### src/rtl/flash_ctl_regs.sv
module flash_ctl_regs #(
  parameter int ADDR_W = 4,
  parameter logic [31:0] KEY1 = 32'h3C5A_96E1,
  parameter logic [31:0] KEY2 = 32'hC3A5_691E,
  parameter logic [31:0] OPT_KEY1 = 32'h0F1E_2D3C,
  parameter logic [31:0] OPT_KEY2 = 32'hF0E1_D2C3
) (
  input  logic              clk,
  input  logic              rst_n,
  input  logic [ADDR_W-1:0] bus_addr,
  input  logic              bus_we,
  input  logic [31:0]       bus_wdata,
  output logic [31:0]       bus_rdata,
  input  logic              eng_busy,
  input  logic              eng_eop,
  input  logic              eng_prog_err,
  input  logic              eng_wprot_err,
  output logic              op_prog,
  output logic              op_page_erase,
  output logic              op_mass_erase,
  output logic              op_opt_prog,
  output logic              op_opt_erase,
  output logic              op_start,
  output logic              locked,
  output logic              opt_wr_en,
  output logic              irq,
  output logic              sys_rst_req
);
  localparam logic [ADDR_W-1:0] A_KEY  = ADDR_W'(0);
  localparam logic [ADDR_W-1:0] A_OKEY = ADDR_W'(4);
  localparam logic [ADDR_W-1:0] A_CTRL = ADDR_W'(8);

  logic wr_key, wr_okey, wr_ctrl, open_wr;
  logic key_armed, key_dead, okey_armed;
  logic eop_ie, err_ie, busy_q;

  assign wr_key  = bus_we && bus_addr == A_KEY;
  assign wr_okey = bus_we && bus_addr == A_OKEY;
  assign wr_ctrl = bus_we && bus_addr == A_CTRL;
  assign open_wr = wr_ctrl && !locked;

  always_ff @(posedge clk or negedge rst_n) begin
    if (!rst_n) begin
      locked    <= 1'b1;
      key_armed <= 1'b0;
      key_dead  <= 1'b0;
    end else begin
      if (wr_ctrl && bus_wdata[7]) locked <= 1'b1;
      if (wr_key && locked && !key_dead) begin
        if (key_armed && bus_wdata == KEY2) begin
          locked    <= 1'b0;
          key_armed <= 1'b0;
        end else if (!key_armed && bus_wdata == KEY1) begin
          key_armed <= 1'b1;
        end else begin
          key_dead  <= 1'b1;
          key_armed <= 1'b0;
        end
      end
    end
  end

  always_ff @(posedge clk or negedge rst_n) begin
    if (!rst_n) begin
      okey_armed <= 1'b0;
      opt_wr_en  <= 1'b0;
    end else begin
      if (wr_okey && !locked) begin
        if (okey_armed && bus_wdata == OPT_KEY2) begin
          opt_wr_en  <= 1'b1;
          okey_armed <= 1'b0;
        end else begin
          okey_armed <= bus_wdata == OPT_KEY1;
        end
      end else if (open_wr && !bus_wdata[9]) begin
        opt_wr_en <= 1'b0;
      end
    end
  end

  always_ff @(posedge clk or negedge rst_n) begin
    if (!rst_n) begin
      {op_prog, op_page_erase, op_mass_erase, op_opt_prog, op_opt_erase} <= '0;
      {eop_ie, err_ie, sys_rst_req, op_start, busy_q, irq} <= '0;
    end else begin
      busy_q <= eng_busy;
      irq    <= (eng_eop && eop_ie) || ((eng_prog_err || eng_wprot_err) && err_ie);
      if (open_wr) begin
        op_prog       <= bus_wdata[0];
        op_page_erase <= bus_wdata[1];
        op_mass_erase <= bus_wdata[2];
        op_opt_prog   <= bus_wdata[4];
        op_opt_erase  <= bus_wdata[5];
        err_ie        <= bus_wdata[10];
        eop_ie        <= bus_wdata[12];
        if (bus_wdata[13]) sys_rst_req <= 1'b1;
      end
      if (open_wr && bus_wdata[6]) op_start <= 1'b1;
      else if (busy_q && !eng_busy) op_start <= 1'b0;
    end
  end

  assign bus_rdata = (bus_addr == A_CTRL) ?
    {18'b0, sys_rst_req, eop_ie, 1'b0, err_ie, opt_wr_en, 1'b0, locked, op_start,
     op_opt_erase, op_opt_prog, 1'b0, op_mass_erase, op_page_erase, op_prog} : 32'b0;

  p_unlock_needs_key2_r4: assert property (@(posedge clk) disable iff (!rst_n)
    $fell(locked) |-> $past(wr_key && bus_wdata == KEY2));

  p_dead_sticky_r5: assert property (@(posedge clk) disable iff (!rst_n)
    key_dead |=> key_dead && locked);

  p_locked_frozen_r6: assert property (@(posedge clk) disable iff (!rst_n)
    locked |=> $stable({op_prog, op_page_erase, op_mass_erase, op_opt_prog, op_opt_erase,
                        eop_ie, err_ie, sys_rst_req}));

  p_start_clear_r7: assert property (@(posedge clk) disable iff (!rst_n)
    busy_q && !eng_busy && !(wr_ctrl && bus_wdata[6]) |=> !op_start);

  p_optwe_by_key_r8: assert property (@(posedge clk) disable iff (!rst_n)
    $rose(opt_wr_en) |-> $past(wr_okey && bus_wdata == OPT_KEY2 && !locked));

  p_irq_quiet_r10: assert property (@(posedge clk) disable iff (!rst_n)
    !eop_ie && !err_ie |=> !irq);
endmodule

### config.mk
export PLATFORM = sky130hd
export DESIGN_NAME = flash_ctl_regs
export DESIGN_NICKNAME = d
export VERILOG_FILES = /design/src/rtl/flash_ctl_regs.sv
export SDC_FILE = /design/constraint.sdc
export NUM_CORES = 1
export LEC_CHECK = 0
export BUFFER_PORTS_ARGS = -buffer_cell sky130_fd_sc_hd__buf_2
export CAP_MARGIN = 15
export CORE_MARGIN = 4
export CORE_UTILIZATION = 35
export CTS_CLUSTER_DIAMETER = 150
export CTS_CLUSTER_SIZE = 20
export DETAILED_ROUTE_END_ITERATION = 7
export PLACE_DENSITY = 0.8
export SYNTH_ARGS = -nofsm -noshare
export SYNTH_HDL_FRONTEND = slang
export SYNTH_SLANG_ARGS = --single-unit
### constraint.sdc
create_clock -name clk -period 2 [get_ports clk]
set_clock_uncertainty 0.05 [all_clocks]
set_input_delay 0.2 -clock clk [delete_from_list [all_inputs] [get_ports clk]]
set_output_delay 0.2 -clock clk [all_outputs]
set_load 0.005 [all_outputs]
# After elaboration in Yosys (flattened, before gate mapping)
# Cells that the tools add are included.
# op_classes
addsub	0
multipliers	0
div	0
n_lt_le_gt_ge	0
n_eq_ne	7
shift	0
n_mux	12
bitwise_logic	2
n_reduce_logical	29
# op_table
op	count
== test 32 bit, second input constant	2
== test 32 x 28 -> 1 bit, second input constant	1
== test 32 x 30 -> 1 bit, second input constant	1
logical AND 1 bit	16
2-to-1 mux 14 bit	1
2-to-1 mux 1 bit	11
logical NOT 1 bit	5
== test 4 x 3 -> 1 bit, second input constant	1
== test 4 bit, second input constant	1
logical NOT 4 bit	1
AND reduction 2 bit	2
nonzero test 2 bit	2
AND reduction 3 bit	1
logical OR 1 bit	2
inequality test 2 x 1 -> 1 bit, second input constant	1
inverter 1 bit	2
# word_totals
regBits	16
latchBits	0
ramBits	0
mem_bits_ro	0
input_bits	43
output_inout_bits	42
word_cells	66
mem_count	0

# Logic depth before layout (Yosys ltp)
# logic_depth
ltp_word	6
mapped_depth	4
depth_no_buf	4

# Worst setup path before layout
# Ideal clock, no wire load.
# synth_path
path_kind	reg2reg
start	register locked
end	register eop_ie
setup_ns	0.125
t_arrival_ns	1.073
required_ns	1.825
slack_ns	0.752
path_stages_with_launch	3
path_buffers	0
synth_period_minus_slack_ns	1.248
cell_sequence	dfstp_2 nand3b_4 mux2_2
# synth_between
elab_chain_cells	2
# synth_rtl
item	line	source
from (decl)	24	output logic locked,
from (signal assigned)	44	locked <= 1'b1;
from (signal assigned)	48	if (wr_ctrl && bus_wdata[7]) locked <= 1'b1;
from (signal assigned)	51	locked <= 1'b0;
logical NOT 1 bit	40	assign open_wr = wr_ctrl && !locked;
logical AND 1 bit	40	
to (signal assigned)	95	eop_ie <= bus_wdata[12];
to (decl)	35	logic eop_ie, err_ie, busy_q;
# No other way between the ends.
# A chain may end at the register's enable or synchronous reset.

# Final worst setup path
# layout_path
start	input port bus_addr[1]
end	output port bus_rdata[10]
# layout_between
elab_chain_cells	2
# layout_rtl
item	line	source
from (decl)	10	input logic [ADDR_W-1:0] bus_addr,
== test 4 bit	103	assign bus_rdata = (bus_addr == A_CTRL) ?
2-to-1 mux 14 bit	103	
to (decl)	13	output logic [31:0] bus_rdata,
# No other way between the ends.

==> qor.json <==
{
  "run_status": "finished clean",
  "worst_r2r_endpoint": "eop_ie",
  "timing.rr.start": "locked",
  "whs_endpoint": "irq",
  "first_pass_grt_wire_length_mm": 4.20,
  "via_density": 4.59,
  "grt_util_all_layers_pct": 12.6,
  "crit_path_end_kind": "output port",
  "part_of_the_cycle_the_worst_path_needs_pct": 74.2,
  "worst_ep_arrival_time_ps": 1230,
  "max-clock-path-buffers": 2,
  "criticalPathCategory": "input pin to output port",
  "dp_cells": 217,
  "root_buffer": "sky130_fd_sc_hd__clkbuf_4",
  "critical_path.max_stage_delay_ps": 430,
  "insertion_delay_ps": 290,
  "async_reset_ff_share_pct": 100,
  "number_of_buffers_added_to_fix_hold_violations_after_cts": 2,
  "synth_area_per_cell_sq_um": 10.3,
  "totalWireLength_mm": 2.72,
  "post_synth_instance_area_sq_mm": 0.00114,
  "place.port_buffers": 63,
  "die_h_um": 65.2,
  "critical_path_required_ps": 1750,
  "tritoncts_clock_tree": "built",
  "cts_resized": 0,
  "grt_max_degree": 17,
  "postCtsSetupRepairBufs": 0,
  "ir_drop_mv": 0.183,
  "antenna_violations_before_repair": 0,
  "crit_fanout": 9,
  "n_antenna_cell": 0,
  "netlist-cell-type-count": 32,
  "placedInstanceArea_sq_mm": 0.00144,
  "ys.warnings.count": 0,
  "detailedRoute.firstPassIterationCount": 4,
  "cts.sink_count": 16,
  "routabilityCongestion": 0.815,
  "fin_cells": 223,
  "hpwl_mm": 2.28,
  "crit_slowest_cell": "sky130_fd_sc_hd__nor4b_4",
  "initial_util_pct": 36.9,
  "hp-start": "eng_eop",
  "final_design_area_no_fill_sq_mm": 0.00149,
  "clock_edge_transition_at_the_registers_on_the_reported_setup_and_hold_paths_ps": 90,
  "cts-buffers-inserted": 3,
  "die_area_sq_mm": 0.00425,
  "ios": 85,
  "path_cells": "buf_2 -> nor4b_4 -> buf_4 -> and2_1 -> buf_2",
  "fin_tns_setup_ps": 0,
  "fin_nets": 223,
  "finalCoreUtilization_pct": 48.1,
  "power_per_cell_area_mw_per_mm2": 564,
  "route.vias.total": 1024,
  "drt-wirelength-per-cell_um": 12.2,
  "final_layout_size_suffix_gt1_share_pct": 46.4,
  "worst_hold_path_type": "input pin to flip-flop",
  "final_period_minus_worst_setup_slack_ps": 1480,
  "pre_cts_ws_ps": 508,
  "hold_violations": 0,
  "core_sq_mm": 0.00310,
  "power_leakage_nw": 0.807,
  "r2r_cells": 2,
  "timing.final.setup_violations": 0,
  "post_synth_inst_count": 111,
  "worst-r2r-setup-slack_ps": 660,
  "max_freq_mhz": 674,
  "timing.hold.ws_ps": 52.7,
  "grt_setup_unrepaired": "false",
  "post-layout-total-power_mw": 0.842,
  "critical-path-top-cell-by-count": "sky130_fd_sc_hd__buf_2",
  "maxCapViolations": 0,
  "antenna_left": 0,
  "number_of_enable_type_register_cells_in_the_synthesized_netlist": 0,
  "h_tree_depth": 1,
  "grt_pass1_vias": 1013,
  "postSynth.topFlopCell": "sky130_fd_sc_hd__dfrtp_1",
  "synth_sequential_area_ratio_pct": 35.1,
  "detail_route.iter0.violations": 23,
  "kind_of_cell_with_the_highest_combined_delay_on_the_critical_path": "simple AND/OR/NAND/NOR gates",
  "grt-ovfl-total": 0,
  "fp.dieW_um": 65.2,
  "worst-path-buf-inv": 3,
  "drv_slew": 0,
  "final_critical_path_setup_slack_ps": 517,
  "syn_to_final_growth_pct": 30.4,
  "postSynthRegisterBits": 16,
  "rows": 20,
  "critical_path.startpoint_type": "input pin",
  "hold_depth": 3,
  "detail_route.drc_violations": 0
}
metal layers:
metal	GRT usage (%)	part of all wire, %
met1	14.5	38
met3	2.91	9.1
met4	4.66	1.3
met2	22.6	51
met5	0	0
power by group:
| group | switching (mW) | total, mW | internal, mW |
|---|---|---|---|
| Combinational | 0.0866 | 0.206 | 0.120 |
| Sequential | 0.0368 | 0.419 | 0.382 |
| Clock | 0.106 | 0.217 | 0.111 |
how the worst max path moves through the flow:
stage	from	endpoint	slack [ps]	cells after the start
2_1_floorplan	locked	eop_ie	750	2
3_3_place_gp	bus_addr[1]	bus_rdata[10]	530	5
3_5_place_dp	bus_addr[1]	bus_rdata[10]	510	5
4_1_cts	bus_addr[1]	bus_rdata[10]	500	5
5_1_grt	bus_addr[1]	bus_rdata[10]	450	5
6_report	bus_addr[1]	bus_rdata[10]	520	5
layout make-up:
type	instances	area [sq um]
clock buffers	4	36.3
fillers	328	1610
inverters	5	18.8
multi-input cells	88	638
flip-flops and latches	16	402
well taps	44	55.1
repair buffers	66	343
registers in the layout (all words and copies together) (netlist names):
signal	flops
op_opt_erase	1
op_page_erase	1
op_prog	1
busy_q	1
okey_armed	1
key_armed	1
sys_rst_req	1
eop_ie	1
opt_wr_en	1
locked	1
op_mass_erase	1
op_opt_prog	1
op_start	1
irq	1
err_ie	1
key_dead	1
synthesized netlist by cell type, types with 3 or more instances:
cell type | count | area [sq um]
sky130_fd_sc_hd__and4bb_2 | 3 | 37.5
sky130_fd_sc_hd__nand2_1 | 4 | 15.0
sky130_fd_sc_hd__o41ai_1 | 3 | 26.3
sky130_fd_sc_hd__nand4_1 | 3 | 18.8
sky130_fd_sc_hd__buf_4 | 21 | 158
sky130_fd_sc_hd__inv_1 | 5 | 18.8
sky130_fd_sc_hd__dfrtp_1 | 15 | 375
sky130_fd_sc_hd__mux2_2 | 7 | 78.8
sky130_fd_sc_hd__o21ai_0 | 4 | 20.0
sky130_fd_sc_hd__nor4bb_1 | 8 | 80.1
sky130_fd_sc_hd__and2_1 | 11 | 68.8
sky130_fd_sc_hd__nor2b_1 | 3 | 18.8
kinds of logic (layout without fill, tap and decap cells):
logic type             count (synthesis)  count (layout)  synth area share, %
muxes                                  7               7                 6.89
and+or+nand+nor                       48              48                 34.9
DFF                                   16              16                 35.1
other                                  1              21                0.328
AOI/OAI and AO/OA                     12              12                 7.10
buffers and inverters                 27              75                 15.7
worst min-delay path, delay by kind of cell:
family        cells  cell delay (ps)
simple gates      2               90
buf+inv           1               70
cell usage in the layout, fill, tap and decap left out, types with 3 or more instances in the layout:
master / instances
sky130_fd_sc_hd__mux2_2: 7
sky130_fd_sc_hd__dfrtp_1: 15
sky130_fd_sc_hd__nor2b_1: 3
sky130_fd_sc_hd__conb_1: 21
sky130_fd_sc_hd__nand4_1: 3
sky130_fd_sc_hd__o21ai_0: 4
sky130_fd_sc_hd__nand2_1: 4
sky130_fd_sc_hd__inv_1: 5
sky130_fd_sc_hd__nor4bb_1: 8
sky130_fd_sc_hd__buf_2: 63
sky130_fd_sc_hd__o41ai_1: 3
sky130_fd_sc_hd__and2_1: 11
sky130_fd_sc_hd__clkbuf_4: 3
sky130_fd_sc_hd__and4bb_2: 3
Power figures use the tool's default switching activity.
